--- config.mk ---
export PLATFORM = sky130hd
export DESIGN_NAME = asyncBusMaster
export DESIGN_NICKNAME = d
export VERILOG_FILES = /design/src/rtl/busMasterPkg.sv /design/src/rtl/busMasterCtrl.sv /design/src/rtl/busMasterDatapath.sv /design/src/rtl/asyncBusMaster.sv
export SDC_FILE = /design/constraint.sdc
export NUM_CORES = 1
export LEC_CHECK = 0
export ABC_AREA = 1
export BUFFER_PORTS_ARGS = -buffer_cell sky130_fd_sc_hd__clkbuf_2
export CORE_MARGIN = 2
export CORE_UTILIZATION = 54
export DETAILED_ROUTE_END_ITERATION = 12
export HOLD_SLACK_MARGIN = 0.12
export PLACE_DENSITY = 0.95
export SYNTH_ARGS = -nofsm -noshare
export SYNTH_HDL_FRONTEND = slang
export SYNTH_HIERARCHICAL = 1
export SYNTH_SLANG_ARGS = --single-unit
--- constraint.sdc ---
create_clock -name clk -period 3.7 [get_ports clk]
set_clock_uncertainty 0.05 [all_clocks]
set_input_delay 0.37 -clock clk [delete_from_list [all_inputs] [get_ports clk]]
set_output_delay 0.37 -clock clk [all_outputs]
set_load 0.01 [all_outputs]
--- src/rtl/busMasterPkg.sv ---
package busMasterPkg;

  typedef enum logic [2:0] {
    ST_IDLE = 3'd0,
    ST_S0   = 3'd1,
    ST_S1   = 3'd2,
    ST_S2   = 3'd3,
    ST_S3   = 3'd4,
    ST_S4   = 3'd5,
    ST_S5   = 3'd6
  } busState_t;

  // control -> datapath strobes
  typedef struct packed {
    logic loadReq;
    logic capturePort;
    logic latchData;
    logic startPhase2;
    logic phase2;
  } ctlStrobe_t;

  // datapath -> control status
  typedef struct packed {
    logic isWord;
    logic isWrite;
    logic port8;
  } dpStatus_t;

  localparam logic [1:0] ACK_PORT16 = 2'b00;
  localparam logic [1:0] ACK_PORT8  = 2'b10;
  localparam logic [1:0] SIZ_BYTE   = 2'b01;
  localparam logic [1:0] SIZ_WORD   = 2'b10;

endpackage

--- src/rtl/busMasterCtrl.sv ---
module busMasterCtrl
  import busMasterPkg::*;
(
  input  logic       clk,
  input  logic       rstN,
  input  logic       reqValid,
  input  logic [1:0] dsackN,
  input  dpStatus_t  status,
  output ctlStrobe_t strobe,
  output logic       reqReady,
  output logic       asN,
  output logic       dsN,
  output logic       dataOe,
  output logic       doneValid
);

  busState_t state, stateNext;
  logic      phase2Reg;
  logic      ackSeen;
  logic      needSecond;
  logic      strobeActive;

  assign ackSeen    = (dsackN == ACK_PORT16) || (dsackN == ACK_PORT8);
  assign needSecond = status.isWord && status.port8 && !phase2Reg;

  always_comb begin
    stateNext = state;
    unique case (state)
      ST_IDLE: if (reqValid) stateNext = ST_S0;
      ST_S0:   stateNext = ST_S1;
      ST_S1:   stateNext = ST_S2;
      ST_S2:   stateNext = ST_S3;
      ST_S3:   if (ackSeen) stateNext = ST_S4;
      ST_S4:   stateNext = ST_S5;
      ST_S5:   stateNext = needSecond ? ST_S0 : ST_IDLE;
      default: stateNext = ST_IDLE;
    endcase
  end

  always_ff @(posedge clk or negedge rstN) begin
    if (!rstN) begin
      state     <= ST_IDLE;
      phase2Reg <= 1'b0;
    end else begin
      state <= stateNext;
      if (state == ST_S5) phase2Reg <= needSecond;
    end
  end

  assign strobeActive = (state == ST_S1) || (state == ST_S2) ||
                        (state == ST_S3) || (state == ST_S4);

  always_comb begin
    strobe.loadReq     = (state == ST_IDLE) && reqValid;
    strobe.capturePort = (state == ST_S3) && ackSeen;
    strobe.latchData   = (state == ST_S4) && !status.isWrite;
    strobe.startPhase2 = (state == ST_S5) && needSecond;
    strobe.phase2      = phase2Reg;
  end

  assign reqReady  = (state == ST_IDLE);
  assign asN       = !strobeActive;
  assign dsN       = !strobeActive;
  assign dataOe    = status.isWrite &&
                     ((state == ST_S2) || (state == ST_S3) ||
                      (state == ST_S4) || (state == ST_S5));
  assign doneValid = (state == ST_S5) && !needSecond;

endmodule

--- src/rtl/busMasterDatapath.sv ---
module busMasterDatapath
  import busMasterPkg::*;
#(
  parameter int ADDR_W = 24,
  parameter int DATA_W = 16,
  parameter int FC_W   = 3
) (
  input  logic              clk,
  input  logic              rstN,
  input  ctlStrobe_t        strobe,
  input  logic              reqWrite,
  input  logic              reqWord,
  input  logic [ADDR_W-1:0] reqAddr,
  input  logic [FC_W-1:0]   reqFc,
  input  logic [DATA_W-1:0] reqWdata,
  input  logic [DATA_W-1:0] busDataIn,
  input  logic [1:0]        dsackN,
  output dpStatus_t         status,
  output logic [ADDR_W-1:0] busAddr,
  output logic [FC_W-1:0]   busFc,
  output logic [1:0]        busSiz,
  output logic              busRnW,
  output logic [DATA_W-1:0] busDataOut,
  output logic [DATA_W-1:0] rdata
);

  localparam int LANE_W = DATA_W / 2;
  localparam int LANES  = DATA_W / LANE_W;

  logic [ADDR_W-1:0] addrReg;
  logic [FC_W-1:0]   fcReg;
  logic              writeReg;
  logic              wordReg;
  logic [DATA_W-1:0] wdataReg;
  logic              port8Reg;
  logic [DATA_W-1:0] rdataReg;
  logic [LANE_W-1:0] laneByte;
  logic [DATA_W-1:0] byteRepl;
  logic              fullWord;

  always_ff @(posedge clk or negedge rstN) begin
    if (!rstN) begin
      addrReg  <= '0;
      fcReg    <= '0;
      writeReg <= 1'b0;
      wordReg  <= 1'b0;
      wdataReg <= '0;
      port8Reg <= 1'b0;
    end else begin
      if (strobe.loadReq) begin
        addrReg  <= reqAddr;
        fcReg    <= reqFc;
        writeReg <= reqWrite;
        wordReg  <= reqWord;
        wdataReg <= reqWdata;
      end else if (strobe.startPhase2) begin
        addrReg <= addrReg + ADDR_W'(1);
      end
      if (strobe.capturePort) port8Reg <= (dsackN == ACK_PORT8);
    end
  end

  // byte lane: 8-bit port always upper, 16-bit port by address bit 0
  assign laneByte = (port8Reg || !addrReg[0]) ? busDataIn[DATA_W-1 -: LANE_W]
                                              : busDataIn[LANE_W-1:0];
  assign fullWord = wordReg && !strobe.phase2;

  always_ff @(posedge clk or negedge rstN) begin
    if (!rstN) begin
      rdataReg <= '0;
    end else if (strobe.latchData) begin
      if (fullWord && !port8Reg)
        rdataReg <= busDataIn;
      else if (fullWord)
        rdataReg[DATA_W-1 -: LANE_W] <= laneByte;
      else if (wordReg)
        rdataReg[LANE_W-1:0] <= laneByte;
      else
        rdataReg <= {{(DATA_W-LANE_W){1'b0}}, laneByte};
    end
  end

  // low data byte copied onto every lane for byte cycles
  for (genvar g = 0; g < LANES; g++) begin : gRepl
    assign byteRepl[g*LANE_W +: LANE_W] = wdataReg[LANE_W-1:0];
  end

  assign busDataOut = fullWord ? wdataReg : byteRepl;
  assign busSiz     = fullWord ? SIZ_WORD : SIZ_BYTE;
  assign busAddr    = addrReg;
  assign busFc      = fcReg;
  assign busRnW     = !writeReg;
  assign rdata      = rdataReg;

  always_comb begin
    status.isWord  = wordReg;
    status.isWrite = writeReg;
    status.port8   = port8Reg;
  end

endmodule

--- src/rtl/asyncBusMaster.sv ---
module asyncBusMaster
  import busMasterPkg::*;
#(
  parameter int ADDR_W = 24,
  parameter int DATA_W = 16,
  parameter int FC_W   = 3
) (
  input  logic              clk,
  input  logic              rstN,
  input  logic              reqValid,
  output logic              reqReady,
  input  logic              reqWrite,
  input  logic              reqWord,
  input  logic [ADDR_W-1:0] reqAddr,
  input  logic [FC_W-1:0]   reqFc,
  input  logic [DATA_W-1:0] reqWdata,
  output logic [ADDR_W-1:0] busAddr,
  output logic [FC_W-1:0]   busFc,
  output logic [1:0]        busSiz,
  output logic              busRnW,
  output logic              busAsN,
  output logic              busDsN,
  output logic [DATA_W-1:0] busDataOut,
  output logic              busDataOe,
  input  logic [DATA_W-1:0] busDataIn,
  input  logic [1:0]        busDsackN,
  output logic              doneValid,
  output logic [DATA_W-1:0] doneRdata
);

  ctlStrobe_t ctlStrobe;
  dpStatus_t  dpStatus;

  busMasterCtrl u_ctrl (
    .clk       (clk),
    .rstN      (rstN),
    .reqValid  (reqValid),
    .dsackN    (busDsackN),
    .status    (dpStatus),
    .strobe    (ctlStrobe),
    .reqReady  (reqReady),
    .asN       (busAsN),
    .dsN       (busDsN),
    .dataOe    (busDataOe),
    .doneValid (doneValid)
  );

  busMasterDatapath #(
    .ADDR_W (ADDR_W),
    .DATA_W (DATA_W),
    .FC_W   (FC_W)
  ) u_dp (
    .clk        (clk),
    .rstN       (rstN),
    .strobe     (ctlStrobe),
    .reqWrite   (reqWrite),
    .reqWord    (reqWord),
    .reqAddr    (reqAddr),
    .reqFc      (reqFc),
    .reqWdata   (reqWdata),
    .busDataIn  (busDataIn),
    .dsackN     (busDsackN),
    .status     (dpStatus),
    .busAddr    (busAddr),
    .busFc      (busFc),
    .busSiz     (busSiz),
    .busRnW     (busRnW),
    .busDataOut (busDataOut),
    .rdata      (doneRdata)
  );

endmodule

==> flow_metrics.tcl <==
set metrics [dict create \
    status "complete, no violations" \
    grt_util_met2_pct 43.66 \
    synth_area_leaders "dfrtp_1, nand2_1, nand3_1" \
    io_pins 133 \
    yosys_warnings 6 \
    p_per_area_nw_per_um2 805.7 \
    clkTransAtPathRegs_ns 0.07 \
    vias 3897 \
    synthCells 519 \
    dpl.hpwl_mm 7.213 \
    crit_fanout 17 \
    required_ns 3.84 \
    hold_ws_ns 0.1598 \
    synth_xor_area_share_pct 1.157 \
    synth.largest_area_cell "dfrtp_1" \
    port_buffers 132 \
    hold_viol 0 \
    cp-start-kind "flop" \
    synth_fa_ha_area_share_pct 0.3305 \
    power_frac_comb_pct 46.2 \
    routabilityCongestion 0.8976 \
    rsz0062_at_grt "no" \
    layout_worst_path_cycle_share_pct 66.84 \
    syn_nets 586 \
    grt_pass1_vias 3684 \
    die_area_um2 7697 \
    die_h_um 87.74 \
    ant_nets 0 \
    min_path_type "in2async" \
    cts_hold_buf 0 \
    p_switching_w 0.001669 \
    cts_htree_levels 3 \
    slew_headroom_pct 32.50 \
    fin_setup_tns_ns 0 \
    vias_per_cell 5.309 \
    wirelength_mm 9.932 \
    grt_util_met1_pct 33.09 \
    synth_top_area_share_pct 43.62 \
    ctsResizeCount 0 \
    grt_util_met3_pct 7.257 \
    grt_pass1_wl_mm 15.98 \
    clock_power_share_pct 15.5 \
    fmax_ghz 0.4044 \
    synth_simple_gate_area_share_pct 30.83 \
    synthMuxAreaShare_pct 0 \
    core_area_um2 6794 \
    synth_compound_area_share_pct 12.92 \
    synth_area_um2 3786 \
    grt_util_all_layers_pct 26.10 \
    initial_utilization_pct 55.73 \
    yosysUniqueCellTypes 33 \
    drt-wirelength-per-cell_um 13.53 \
    synth_ff_type "dfrtp_1" \
    postCtsSetupRepairBufs 0 \
    switching_share_pct 45.07 \
    synthTopCellsByCount "nand2_1, dfrtp_1, nand3_1" \
    post-route-min-period_ns 2.473 \
    n_antenna_cell 0 \
    worst_slew_pin_slew_ns 1.012 \
    setup_viol 0 \
    cp-end-kind "flop" \
    drtIter0Drc 359 \
    drv_slew 0 \
    cts_buffers 9 \
    yosysSeqAreaShare_pct 43.62 \
    intPower_w 0.002033 \
    cts.sinks 66 \
    dr.pass1.iters 5 \
    sequentialPowerShare_pct 38.3 \
    post-synth-top-count-cell "nand2_1" \
    clk_path_buf_depth 2 \
    die_w_um 87.74 \
    grt_most_used_layer "met2" \
    drive_above_1_share_pct 26.33 \
    grt_max_degree 56 \
    total_leakage_power_nw 2.403 \
    worstPathArrival_ns 2.61 \
    grt_antenna_before_repair 0 \
    synth_seq_cells 66 \
    max-cap-violations 0 \
    syn_avg_cell_area_um2 7.295 \
    finalPower_w 0.003702 \
    drc_errors 0 \
    cts_root_buf "clkbuf_8" \
    nNetsFinal 703 \
    async_reset_ff_share_pct 100.0 \
    path_class "reg2reg" \
    grt_remaining_overflow 0 \
    synth_edf_count 0 \
    synth_top_family_by_area "simple AND/OR/NAND/NOR gates" \
    worstSkewPairLatency_ns 0.33 \
    cts_tree "yes" \
    peakVddDrop_uv 384.2 \
    syn_to_final_growth_pct 21.35 \
    row_count 30 \
]
==> worst paths after layout <==
check	startpoint	to	slack (ns)	cells after the start
max in group asynchronous	rstN	u_ctrl/state[2]	2.57	2
min reg2reg	u_dp/wdataReg[14]	u_dp/wdataReg[14]	0.43	2
min	rstN	u_dp/busAddr[8]	0.16	1
min in group clk	reqWdata[13]	u_dp/wdataReg[13]	0.19	3
max	u_ctrl/state[1]	u_dp/busAddr[4]	1.23	8
max reg2reg	u_ctrl/state[1]	u_dp/busAddr[4]	1.23	8
==> cell usage in the layout (no fill, tap or decap) <==
cell type and n:
bufinv_16 1, buf_2 1, clkbuf_2 131, a21oi_2 1, a22oi_1 15, clkinvlp_4 1
o21ai_1 5, nand3b_1 2, nand4_1 2, nor2_4 2, clkinv_1 1, a31oi_1 8
nand2_2 2, a21oi_1 18, inv_2 6, xor2_1 5, o21bai_1 5, nor2_8 1
buf_4 3, inv_4 1, clkinv_2 1, nor4_1 2, o211ai_1 5, nand3_1 56
o21ai_0 20, a21boi_2 1, nor2_1 46, ha_1 1, inv_1 55, nor2_2 5
or2_1 1, clkbuf_8 10, nand2_1 157, o21ai_4 1, dfrtp_1 66
==> power groups by stage <==
stage	Combinational [W]	Sequential, W	Clock, W
6_report	0.00171	0.00142	0.000575
5_1_grt	0.00192	0.00146	0.000615
4_1_cts	0.00171	0.00141	0.000586
3_5_place_dp	0.00170	0.00142	0
3_3_place_gp	0.00165	0.00140	0
2_1_floorplan	0.00112	0.00143	0
==> metrics by stage <==
stage          setup slack (ns)  instance area (um2)  instances  util (%)
2_1_floorplan             1.901                 3786        519         -
3_3_place_gp              1.419                 4414        721     64.97
3_5_place_dp              1.260                 4414        721     64.97
4_1_cts                   1.259                 4594        734     67.62
5_1_grt                   1.039                 4594        734     67.62
6_report                  1.227                 4594        734     67.62
==> registers in the layout, summed over array words and instances (netlist names), 3 cells and up <==
| signal | count |
|---|---|
| u_dp/wdataReg | 16 |
| u_ctrl/state | 3 |
| u_dp/busAddr | 24 |
| u_dp/rdata | 16 |
| u_dp/busFc | 3 |
==> area by class of cell <==
cell class	instances	area (um2)
fillers	583	2200
multi-input cells	361	1720
flip-flops and latches	66	1652
repair buffers	135	683.2
inverters	63	239.0
clock buffers	10	137.6
well taps	96	120.1
clock inverters	3	42.54
==> worst max-delay path, cell delays in order, from the launching register on <==
cell and delay (ns):
dfrtp_1 0.46, nor2_1 0.23, nand2_1 0.14, nor2_4 0.11
inv_1 0.19, nand2_1 0.28, clkinv_1 0.49, o211ai_1 0.27
o211ai_1 0.12
==> cells by family (layout without fill, tap and decap cells) <==
family,after synthesis,count (layout)
compound gates,79,79
flops,66,66
buf+inv,92,211
fa+ha+maj,1,1
xor+xnor,5,5
simple gates,276,276
==> routing by layer <==
layer,share of wire (%),vias to the layer above
met1,41,1773
met5,0,-
li1,-,1893
met3,11,7
met4,0.83,0
met2,47,224
No activity file was read; power rests on OpenSTA's default activity.
